## config.mk

```make
export PLATFORM = sky130hd
export DESIGN_NAME = xcap_array
export DESIGN_NICKNAME = d
export VERILOG_FILES = /design/src/rtl/xcap_pkg.sv /design/src/rtl/xcap_phase_track.sv /design/src/rtl/xcap_column.sv /design/src/rtl/xcap_readmux.sv /design/src/rtl/xcap_array.sv
export SDC_FILE = /design/constraint.sdc
export NUM_CORES = 1
export LEC_CHECK = 0
export BUFFER_PORTS_ARGS = -buffer_cell sky130_fd_sc_hd__buf_2
export CORE_AREA = 2 2 99 101
export CTS_BUF_LIST = sky130_fd_sc_hd__clkbuf_8
export DETAILED_ROUTE_END_ITERATION = 7
export DIE_AREA = 0 0 101 103
export PLACE_DENSITY = 0.86
export SLEW_MARGIN = 20
export SYNTH_ARGS = -nofsm -noshare
export SYNTH_HDL_FRONTEND = slang
export SYNTH_SLANG_ARGS = --single-unit
```

## constraint.sdc

```tcl
create_clock -name clk -period 2.2 [get_ports clk]
set_input_delay 0 -clock clk [delete_from_list [all_inputs] [get_ports clk]]
set_output_delay 0 -clock clk [all_outputs]
set_load 0.1 [all_outputs]
```

## src/rtl/xcap_pkg.sv

```systemverilog
package xcap_pkg;

  localparam int unsigned XCAP_CODE_W_DEF = 6;
  localparam int unsigned XCAP_COLS_DEF   = 8;

  function automatic int unsigned xcap_sel_w(input int unsigned cols);
    return (cols > 1) ? $clog2(cols) : 1;
  endfunction

  typedef enum logic [1:0] {
    XC_IDLE   = 2'b00,
    XC_START  = 2'b01,
    XC_SAMPLE = 2'b10,
    XC_FINISH = 2'b11
  } xcap_evt_e;

endpackage

```

## src/rtl/xcap_phase_track.sv

```systemverilog
module xcap_phase_track #(
  parameter int unsigned CNT_W = 6
) (
  input  logic             clk,
  input  logic             rst_n,
  input  logic             phase_dis,
  input  logic             strobe,
  input  logic [CNT_W-1:0] count,
  output logic             start,
  output logic             sample,
  output logic             commit,
  output logic             done
);
  import xcap_pkg::*;

  localparam logic [CNT_W-1:0] TOP_CODE = {CNT_W{1'b1}};

  logic      dis_q, dis_d, dis_en;
  logic      done_q, done_d, done_en;
  xcap_evt_e evt;

  always_comb begin
    start  = phase_dis & ~dis_q;
    sample = phase_dis & strobe;
    commit = sample & (count == TOP_CODE);
    if (commit)      evt = XC_FINISH;
    else if (start)  evt = XC_START;
    else if (sample) evt = XC_SAMPLE;
    else             evt = XC_IDLE;
  end

  always_comb begin
    dis_en  = (phase_dis != dis_q);
    dis_d   = phase_dis;
    done_d  = (evt == XC_FINISH);
    done_en = (done_d != done_q);
  end

  always_ff @(posedge clk or negedge rst_n) begin
    if (!rst_n) begin
      dis_q  <= 1'b0;
      done_q <= 1'b0;
    end else begin
      if (dis_en)  dis_q  <= dis_d;
      if (done_en) done_q <= done_d;
    end
  end

  assign done = done_q;

endmodule

```

## src/rtl/xcap_column.sv

```systemverilog
module xcap_column #(
  parameter int unsigned CNT_W = 6
) (
  input  logic             clk,
  input  logic             rst_n,
  input  logic             start,
  input  logic             sample,
  input  logic             commit,
  input  logic             cmp,
  input  logic [CNT_W-1:0] count,
  output logic [CNT_W-1:0] res,
  output logic             ovf
);
  localparam logic [CNT_W-1:0] FULL_CODE = {CNT_W{1'b1}};

  logic             got_q, got_d, got_en;
  logic [CNT_W-1:0] pend_q, pend_d;
  logic             pend_en;
  logic [CNT_W-1:0] res_q, res_d;
  logic             ovf_q, ovf_d;
  logic             out_en;
  logic             armed, hit, had_hit;

  always_comb begin
    armed   = start | ~got_q;
    hit     = sample & cmp & armed;
    had_hit = got_q & ~start;

    got_en  = start | hit;
    got_d   = hit | (got_q & ~start);

    pend_en = hit;
    pend_d  = count;

    out_en  = commit;
    if (hit) begin
      res_d = count;
      ovf_d = 1'b0;
    end else if (had_hit) begin
      res_d = pend_q;
      ovf_d = 1'b0;
    end else begin
      res_d = FULL_CODE;
      ovf_d = 1'b1;
    end
  end

  always_ff @(posedge clk or negedge rst_n) begin
    if (!rst_n) begin
      got_q  <= 1'b0;
      pend_q <= '0;
      res_q  <= '0;
      ovf_q  <= 1'b0;
    end else begin
      if (got_en)  got_q  <= got_d;
      if (pend_en) pend_q <= pend_d;
      if (out_en) begin
        res_q <= res_d;
        ovf_q <= ovf_d;
      end
    end
  end

  assign res = res_q;
  assign ovf = ovf_q;

endmodule

```

## src/rtl/xcap_readmux.sv

```systemverilog
module xcap_readmux #(
  parameter int unsigned NUM_COLS = 8,
  parameter int unsigned CNT_W    = 6,
  parameter int unsigned SEL_W    = 3
) (
  input  logic [NUM_COLS*CNT_W-1:0] res_flat,
  input  logic [NUM_COLS-1:0]       ovf_vec,
  input  logic [SEL_W-1:0]          sel,
  output logic [CNT_W:0]            dout
);
  localparam int unsigned WORD_W = CNT_W + 1;

  logic [WORD_W-1:0] words [NUM_COLS];

  for (genvar g = 0; g < NUM_COLS; g++) begin : g_word
    assign words[g] = {ovf_vec[g], res_flat[g*CNT_W +: CNT_W]};
  end

  always_comb begin
    dout = '0;
    for (int k = 0; k < NUM_COLS; k++) begin
      if (sel == SEL_W'(k)) dout = words[k];
    end
  end

endmodule

```

## src/rtl/xcap_array.sv

```systemverilog
module xcap_array #(
  parameter int unsigned NUM_COLS = xcap_pkg::XCAP_COLS_DEF,
  parameter int unsigned CNT_W    = xcap_pkg::XCAP_CODE_W_DEF,
  parameter int unsigned SEL_W    = xcap_pkg::xcap_sel_w(NUM_COLS)
) (
  input  logic                clk,
  input  logic                rst_n,
  input  logic                phase_dis,
  input  logic                strobe,
  input  logic [CNT_W-1:0]    count,
  input  logic [NUM_COLS-1:0] cmp,
  input  logic [SEL_W-1:0]    rd_sel,
  output logic [CNT_W:0]      rd_data,
  output logic                conv_done
);
  logic                      start, sample, commit;
  logic [NUM_COLS*CNT_W-1:0] res_flat;
  logic [NUM_COLS-1:0]       ovf_vec;

  xcap_phase_track #(.CNT_W(CNT_W)) u_phase (
    .clk       (clk),
    .rst_n     (rst_n),
    .phase_dis (phase_dis),
    .strobe    (strobe),
    .count     (count),
    .start     (start),
    .sample    (sample),
    .commit    (commit),
    .done      (conv_done)
  );

  for (genvar c = 0; c < NUM_COLS; c++) begin : g_col
    xcap_column #(.CNT_W(CNT_W)) u_col (
      .clk    (clk),
      .rst_n  (rst_n),
      .start  (start),
      .sample (sample),
      .commit (commit),
      .cmp    (cmp[c]),
      .count  (count),
      .res    (res_flat[c*CNT_W +: CNT_W]),
      .ovf    (ovf_vec[c])
    );
  end

  xcap_readmux #(
    .NUM_COLS (NUM_COLS),
    .CNT_W    (CNT_W),
    .SEL_W    (SEL_W)
  ) u_rd (
    .res_flat (res_flat),
    .ovf_vec  (ovf_vec),
    .sel      (rd_sel),
    .dout     (rd_data)
  );

endmodule

```

==> metrics.yaml, run 1 <==
wl_mm: 11.8
ys_seq_area_share_pct: 54.8
die_w_microns: 101
yosys_warnings: 0
drt-vias-per-instance: 5.95
grt_max_degree: 65
first_pass_iters: 5
worstSetupPathType: "reg -> out"
slew_headroom_pct: 54.9
drt_iter0_drc: 305
start_util_pct: 55.0
io_pins: 29
cpMaxStageDelayCell: "buf_2"
cts_root_buffer: "clkbuf_8"
finClkSkew_ns: 0.0121
synth.top_cells.by_count: "126 x nand2_1, 114 x dfrtp_1, 50 x o21ai_0"
r2r_start: "u_phase.dis_q"
reg2reg_setup_slack_ns: 0.30
holdWs_ns: 0.0440
synth_nets: 495
power_w: 0.00617
setup_viol_count_final: 0
gp_congestion: 0.857
synth_area_leaders: "dfrtp_1 55%, nand2_1 9.1%, mux2_2 8.4%"
detail_route.wl_per_cell_microns: 18.6
htreeDepth: 4
max_slew.worst_pin.slew_ns: 0.675
power_switching_w: 0.00184
syn2layout_area_growth_pct: 12.2
clk_latency_ns: 0.44
die_h_microns: 103
drive_gt1_share_pct: 23.7
power_density_mw_per_mm2: 1060
final_util_pct: 61.7
antenna_found_initial: 0
io_buffers: 28
die_area_sq_mm: 0.0104
combPwrFrac_pct: 18.9
crit_buf_inv: 1
hold-path-endpoint: "g_col[1].u_col.pend_q[1]"
synthesis.instances: 473
drv_cap: 0
hold_violations: 0
seqPwrFrac_pct: 48.1
dp_hpwl_mm: 7.75
grt_pass1_vias: 3784
cts_tree: "done"
critPathTopFamily: "compound AO/OA/AOI/OAI gates"
yosysMostFrequentCell: "nand2_1"
synth-seq-cells: 114
synth-main-ff-cell: "dfrtp_1"
swShare_pct: 29.8
crit_fanout: 3
worst-endpoint-required_ns: 2.20
antenna_cells: 0
syn_area_per_cell_sq_um: 11.0
vias: 3774
finalSetupTns_ns: 0
arrival_ns: 1.96
cts_made_buffers: 17
post-cts-setup-buffer-count: 0
clockBufferDepth: 2
rsz0062_at_grt: "false"
num-nets-final: 529
netlist.area_leader.share_pct: 54.8
cp-end-kind: "output port"
cts.sinks: 114
synth_area_leader_cell: "dfrtp_1"
p_int_w: 0.00433
peakVddDrop_v: 0.000836
worstSetupStartpointType: "flop"
fmax_ghz: 0.509
clkPwrFrac_pct: 33.0
grtUsageTotal_pct: 25.1
core_area_sq_mm: 0.00946
drc_errors: 0
reg2reg_to: "g_col[1].u_col.pend_q[2]"
overflow: 0
hold_path.class: "in -> reg"
crit_chain: "nand2b_1, a21boi_0, o21ai_0, a21oi_1, buf_2"
critPathMaxStageDelay_ns: 0.49
min_period_ns: 1.96
num_rows: 36
async_flop_share_pct: 100
ant_nets: 0
hold_start: "count[1]"
synth.distinct_cells: 35
status: "finished clean"
cts_resized: 0
netlist_area_sq_mm: 0.00521
drv_slew: 0
rr_worst_depth: 5
p_leak_nw: 2.81
holdPathStages: 2
synth_edf_count: 0
finalCritPeriodShare_pct: 89.3
path_clk_slew_ns: 0.07
grt_pass1_wl_mm: 19.2
[state kept, by name, indices dropped and copies added (netlist names)]
name                flops
u_phase.done            1
g_col.u_col.pend_q     48
u_phase.dis_q           1
g_col.u_col.ovf         8
g_col.u_col.got_q       8
g_col.u_col.res        48
[cell families (layout without fill, tap and decap cells)]
group / Yosys count / after routing / synth area share [%]
AO/OA/AOI/OAI: 86 / 86 / 9.08
flip-flops: 114 / 114 / 54.8
multiplexers: 64 / 64 / 15.5
adder cells (fa/ha/maj): 1 / 1 / 0.240
AND/OR/NAND/NOR: 172 / 172 / 15.2
buffers and inverters: 36 / 83 / 5.19
[worst register-to-register path: stages (launching register included)]
cell	delay, ns
dfrtp_1	0.38
inv_1	0.06
ha_1	0.32
nand2b_4	0.26
and3_1	0.37
mux2_1	0.38
[final cells by class]
cell class              count  area, sq um
inverters                   2         7.51
fillers                   742         3620
well taps                 114          143
multi-input cells         323         2080
repair buffers             49          333
clock inverters            13          160
clock buffers              19          262
flip-flops and latches    114         2850
[layout by cell type (no fill, tap or decap), types with 5 or more instances in the layout]
master and count:
a21boi_0 5, mux2_2 39, nand3_1 6, nor2_1 6, mux2i_1 6, o21ai_0 50, o21ai_1 14, buf_2 27
clkinvlp_4 5, a21oi_1 6, buf_4 9, mux2_1 11, dlygate4sd3_1 13, nand2_1 126, a2111oi_0 6, clkbuf_8 19
dfrtp_1 114, nand2b_1 14, mux4_2 7
[power by group through the flow]
stage	Clock [W]	Sequential [W]	Combinational, W
final	0.00204	0.00297	0.00116
after CTS	0.00206	0.00296	0.00117
after global routing	0.00215	0.00303	0.00128
after detailed placement	0	0.00300	0.00113
after floorplan	0	0.00287	0.000917
after global placement	0	0.00295	0.00107
[metrics by stage]
| step | setup WS [ns] | instances | area (sq um) |
|---|---|---|---|
| finish | 0.236 | 634 | 5840 |
| global route | 0.0570 | 634 | 5840 |
| CTS | 0.236 | 633 | 5830 |
| detailed placement | 0.356 | 589 | 5290 |
| global placement | 0.450 | 589 | 5290 |
| floorplan | 0.0456 | 473 | 5210 |
[layer usage]
metal	track usage [%]	wire length (microns)	vias to the layer above
met4	9.88	278	0
met2	40.4	5750	147
met3	8.81	869	23
li1	-	-	1693
met1	31.6	4900	1911
met5	0	0	-
[repair_timing]
action                                  CTS  global route
hold buffers                             12             1
hold endpoints to repair                 83             1
endpoints found under the setup margin    0             0
[worst max-delay path by stage]
stage,to,slack [ns],cells past startpoint,startpoint
floorplan,rd_data[2],0.05,4,g_col[5].u_col.res[2]
global placement,g_col[1].u_col.pend_q[2],0.45,5,u_phase.dis_q
detailed placement,g_col[1].u_col.pend_q[2],0.36,5,u_phase.dis_q
CTS,rd_data[2],0.24,5,g_col[3].u_col.res[2]
global route,rd_data[2],0.06,5,g_col[3].u_col.res[2]
finish,rd_data[6],0.24,5,g_col[5].u_col.ovf
Power figures use the tool's default switching activity.
==> inputs of run 2 (changes only) <==
- ABC_AREA: not set -> 1
- CTS_CLUSTER_DIAMETER: not set -> 100
==> run 2 against run 1 <==
Against the previous run:
- via count up 13%
- utilization up 0.98 points
- sequential share of layout area down 0.76 points
- worst hold slack better by 0.0060 ns
- register-to-register slack better by 0.09 ns
- non-clock buffer count up 5
- flip-flop and latch count unchanged
- die area unchanged
- power up 8.7%
- critical path type is now in -> reg
- highest routed layer unchanged
==> metrics.yaml, run 2 <==
dp_hpwl_mm: 8.22  # +6.1%
start_util_pct: 55.0  # about the same
hold_path.class: "in -> reg"
post-place-cells: 721  # +22%
reg2reg_to: "g_col[6].u_col.pend_q[5]"
cp-end-kind: "flop"
ctsHoldBuffers: 16  # +4
synth_area_leaders: "dfrtp_1 55%, nand2_1 16%, nand4_1 4.9%"
synth.top_cells.by_count: "223 x nand2_1, 114 x dfrtp_1, 51 x nor2_1"
wl_met1_mm: 5.02  # +2.6%
num_rows: 36  # unchanged
grt_pass1_vias: 4137  # +9.3%
hold_violations: 0  # unchanged
netlist.area_leader.share_pct: 54.8  # about the same
clk_latency_ns: 0.44  # about the same
drc_errors: 0  # unchanged
r2r_start: "u_phase.dis_q"
finalCritPeriodShare_pct: 83.0  # -6.3 points
drt-vias-per-instance: 5.57  # -6.5%
drt_iter0_drc: 431  # +41%
die_h_microns: 103  # unchanged
drv_slew: 0  # unchanged
drive_gt1_share_pct: 16.5  # -7.2 points
status: "finished clean"
synthesis.instances: 599  # +27%
core_area_sq_mm: 0.00946  # unchanged
finalSetupTns_ns: 0  # unchanged
synth.distinct_cells: 23  # -34%
synth_area_leader_cell: "dfrtp_1"
wl_mm: 12.6  # +6.5%
reg2reg_setup_slack_ns: 0.39  # +0.09 ns
max_slew.worst_pin.slew_ns: 0.884  # +0.209 ns
setup_viol_count_final: 0  # unchanged
worstSetupPathType: "in -> reg"
ant_nets: 0  # unchanged
endpoint: "g_col[6].u_col.pend_q[5]"
syn2layout_area_growth_pct: 14.0
min_period_ns: 1.83  # -0.138 ns
p_leak_nw: 2.98  # +6.3%
worstSetupStartpointType: "input pin"
overflow: 0  # unchanged
slew_headroom_pct: 41.0  # -14 points
power_density_mw_per_mm2: 1130  # +7.0%
route.top_layer_used: "met4"
io_buffers: 28  # unchanged
grt_pass1_wl_mm: 20.3  # +5.5%
drv_cap: 0  # unchanged
cpMaxStageDelayCell: "dlygate4sd3_1"
netlist_area_sq_mm: 0.00520  # about the same
cts_made_buffers: 17  # unchanged
worst-endpoint-required_ns: 2.52  # +0.32 ns
cts_root_buffer: "clkbuf_8"
ys_seq_area_share_pct: 54.8  # about the same
cp_common_cell: "nand2_1"
die_area_sq_mm: 0.0104  # unchanged
yosysMostFrequentCell: "nand2_1"
clockBufferDepth: 2  # unchanged
antenna_found_initial: 0  # unchanged
first_pass_iters: 5  # unchanged
critPathLaunch: "phase_dis"
cts_resized: 0  # unchanged
num-nets-final: 664  # +26%
fmax_ghz: 0.548  # +7.6%
finClkSkew_ns: 0.00872  # -0.00339 ns
post-cts-setup-buffer-count: 0  # unchanged
yosys_warnings: 0  # unchanged
cts.sinks: 114  # unchanged
rsz0062_at_grt: "false"
rr_worst_depth: 8  # +3
htreeDepth: 4  # unchanged
grt_max_degree: 83  # +28%
vias: 4282  # +13%
synth-main-ff-cell: "dfrtp_1"
route.met3.wl_microns: 907  # +4.4%
wl_met2_mm: 6.07  # +5.6%
grtUsageTotal_pct: 26.5  # +1.3 points
cts_tree: "done"
crit_fanout: 20  # +17
arrival_ns: 2.14  # +0.18 ns
async_flop_share_pct: 100  # unchanged
detail_route.wl_per_cell_microns: 16.3  # -12%
synth_edf_count: 0  # unchanged
crit_chain: "dlygate4sd3_1, buf_2, ha_1, inv_2, nand2_4, nand4_1, inv_1, nand2_1, nand2_1"
synth_nets: 621  # +25%
antenna_cells: 0  # unchanged
layout_commonest_cell: "nand2_1"
peakVddDrop_v: 0.000597  # -29%
synth-seq-cells: 114  # unchanged
critPathMaxStageDelay_ns: 0.53  # +0.04 ns
fin_cells: 769  # +21%
final_cell_mix: "223 x nand2_1, 114 x dfrtp_1, 51 x nor2_1, 41 x nand4_1, 28 x inv_1"
io_pins: 29  # unchanged
gp_congestion: 0.943  # +10%
syn_area_per_cell_sq_um: 8.69  # -21%
die_w_microns: 101  # unchanged
path_clk_slew_ns: 0.06  # about the same
==> run 2: per-stage QoR <==
step / total power (W) / util [%] / worst slack, ns / instance area [sq um] / hold slack (ns)
2_1_floorplan: 0.00412 / - / 0.708 / 5200 / -0.296
3_3_place_gp: 0.00443 / 56.4 / 0.503 / 5340 / 0.0166
3_5_place_dp: 0.00453 / 56.4 / 0.455 / 5340 / 0.0252
4_1_cts: 0.00672 / 62.7 / 0.427 / 5930 / 0.00363
5_1_grt: 0.00707 / 62.7 / 0.200 / 5930 / 0.0484
6_report: 0.00671 / 62.7 / 0.374 / 5930 / 0.0501
==> run 2: per-layer routing <==
metal	vias to the layer above	track usage, %
li1	2047	-
met5	-	0
met1	2027	32.4
met4	0	15.0
met3	42	9.15
met2	166	41.3
==> run 2: how the worst min path moves through the flow <==
stage            from                       end  slack (ns)  cells after the start
2_1_floorplan   rst_n      g_col[0].u_col.got_q       -0.30                      0
3_3_place_gp    rst_n  g_col[3].u_col.pend_q[0]        0.02                      1
3_5_place_dp    rst_n  g_col[3].u_col.pend_q[3]        0.03                      1
4_1_cts        strobe      g_col[0].u_col.got_q       0.004                      3
5_1_grt        strobe      g_col[0].u_col.got_q        0.05                      3
6_report       strobe      g_col[0].u_col.got_q        0.05                      3
==> run 2: kinds of logic (layout without fill, tap and decap cells) <==
family                   count (synthesis)  after routing  share of synthesized area [%]
buffers and inverters                   61            117                           6.66
flip-flops                             114            114                           54.8
adder cells (fa/ha/maj)                  1              1                          0.240
AND/OR/NAND/NOR                        347            347                           28.5
AO/OA/AOI/OAI                           76             76                           9.81
==> run 2: final cells by class <==
type / instances / area [sq um]
Tap cell: 114 / 143
Clock buffer: 20 / 275
Fill cell: 718 / 3530
Multi-Input combinational cell: 424 / 2010
Timing Repair Buffer: 54 / 378
Inverter: 31 / 116
Sequential cell: 114 / 2850
Clock inverter: 12 / 163
==> run 2: critical path: cells and delay by family <==
| kind | cells | cell delay, ns |
|---|---|---|
| buffers and inverters | 4 | 1.31 |
| AND/OR/NAND/NOR | 4 | 0.57 |
| adder cells (fa/ha/maj) | 1 | 0.25 |
==> run 2: power by group <==
| group | switching (W) | internal (W) |
|---|---|---|
| combinational | 0.00103 | 0.000454 |
| sequential | 0.000372 | 0.00270 |
| clock | 0.000837 | 0.00131 |
| total | 0.00224 | 0.00446 |
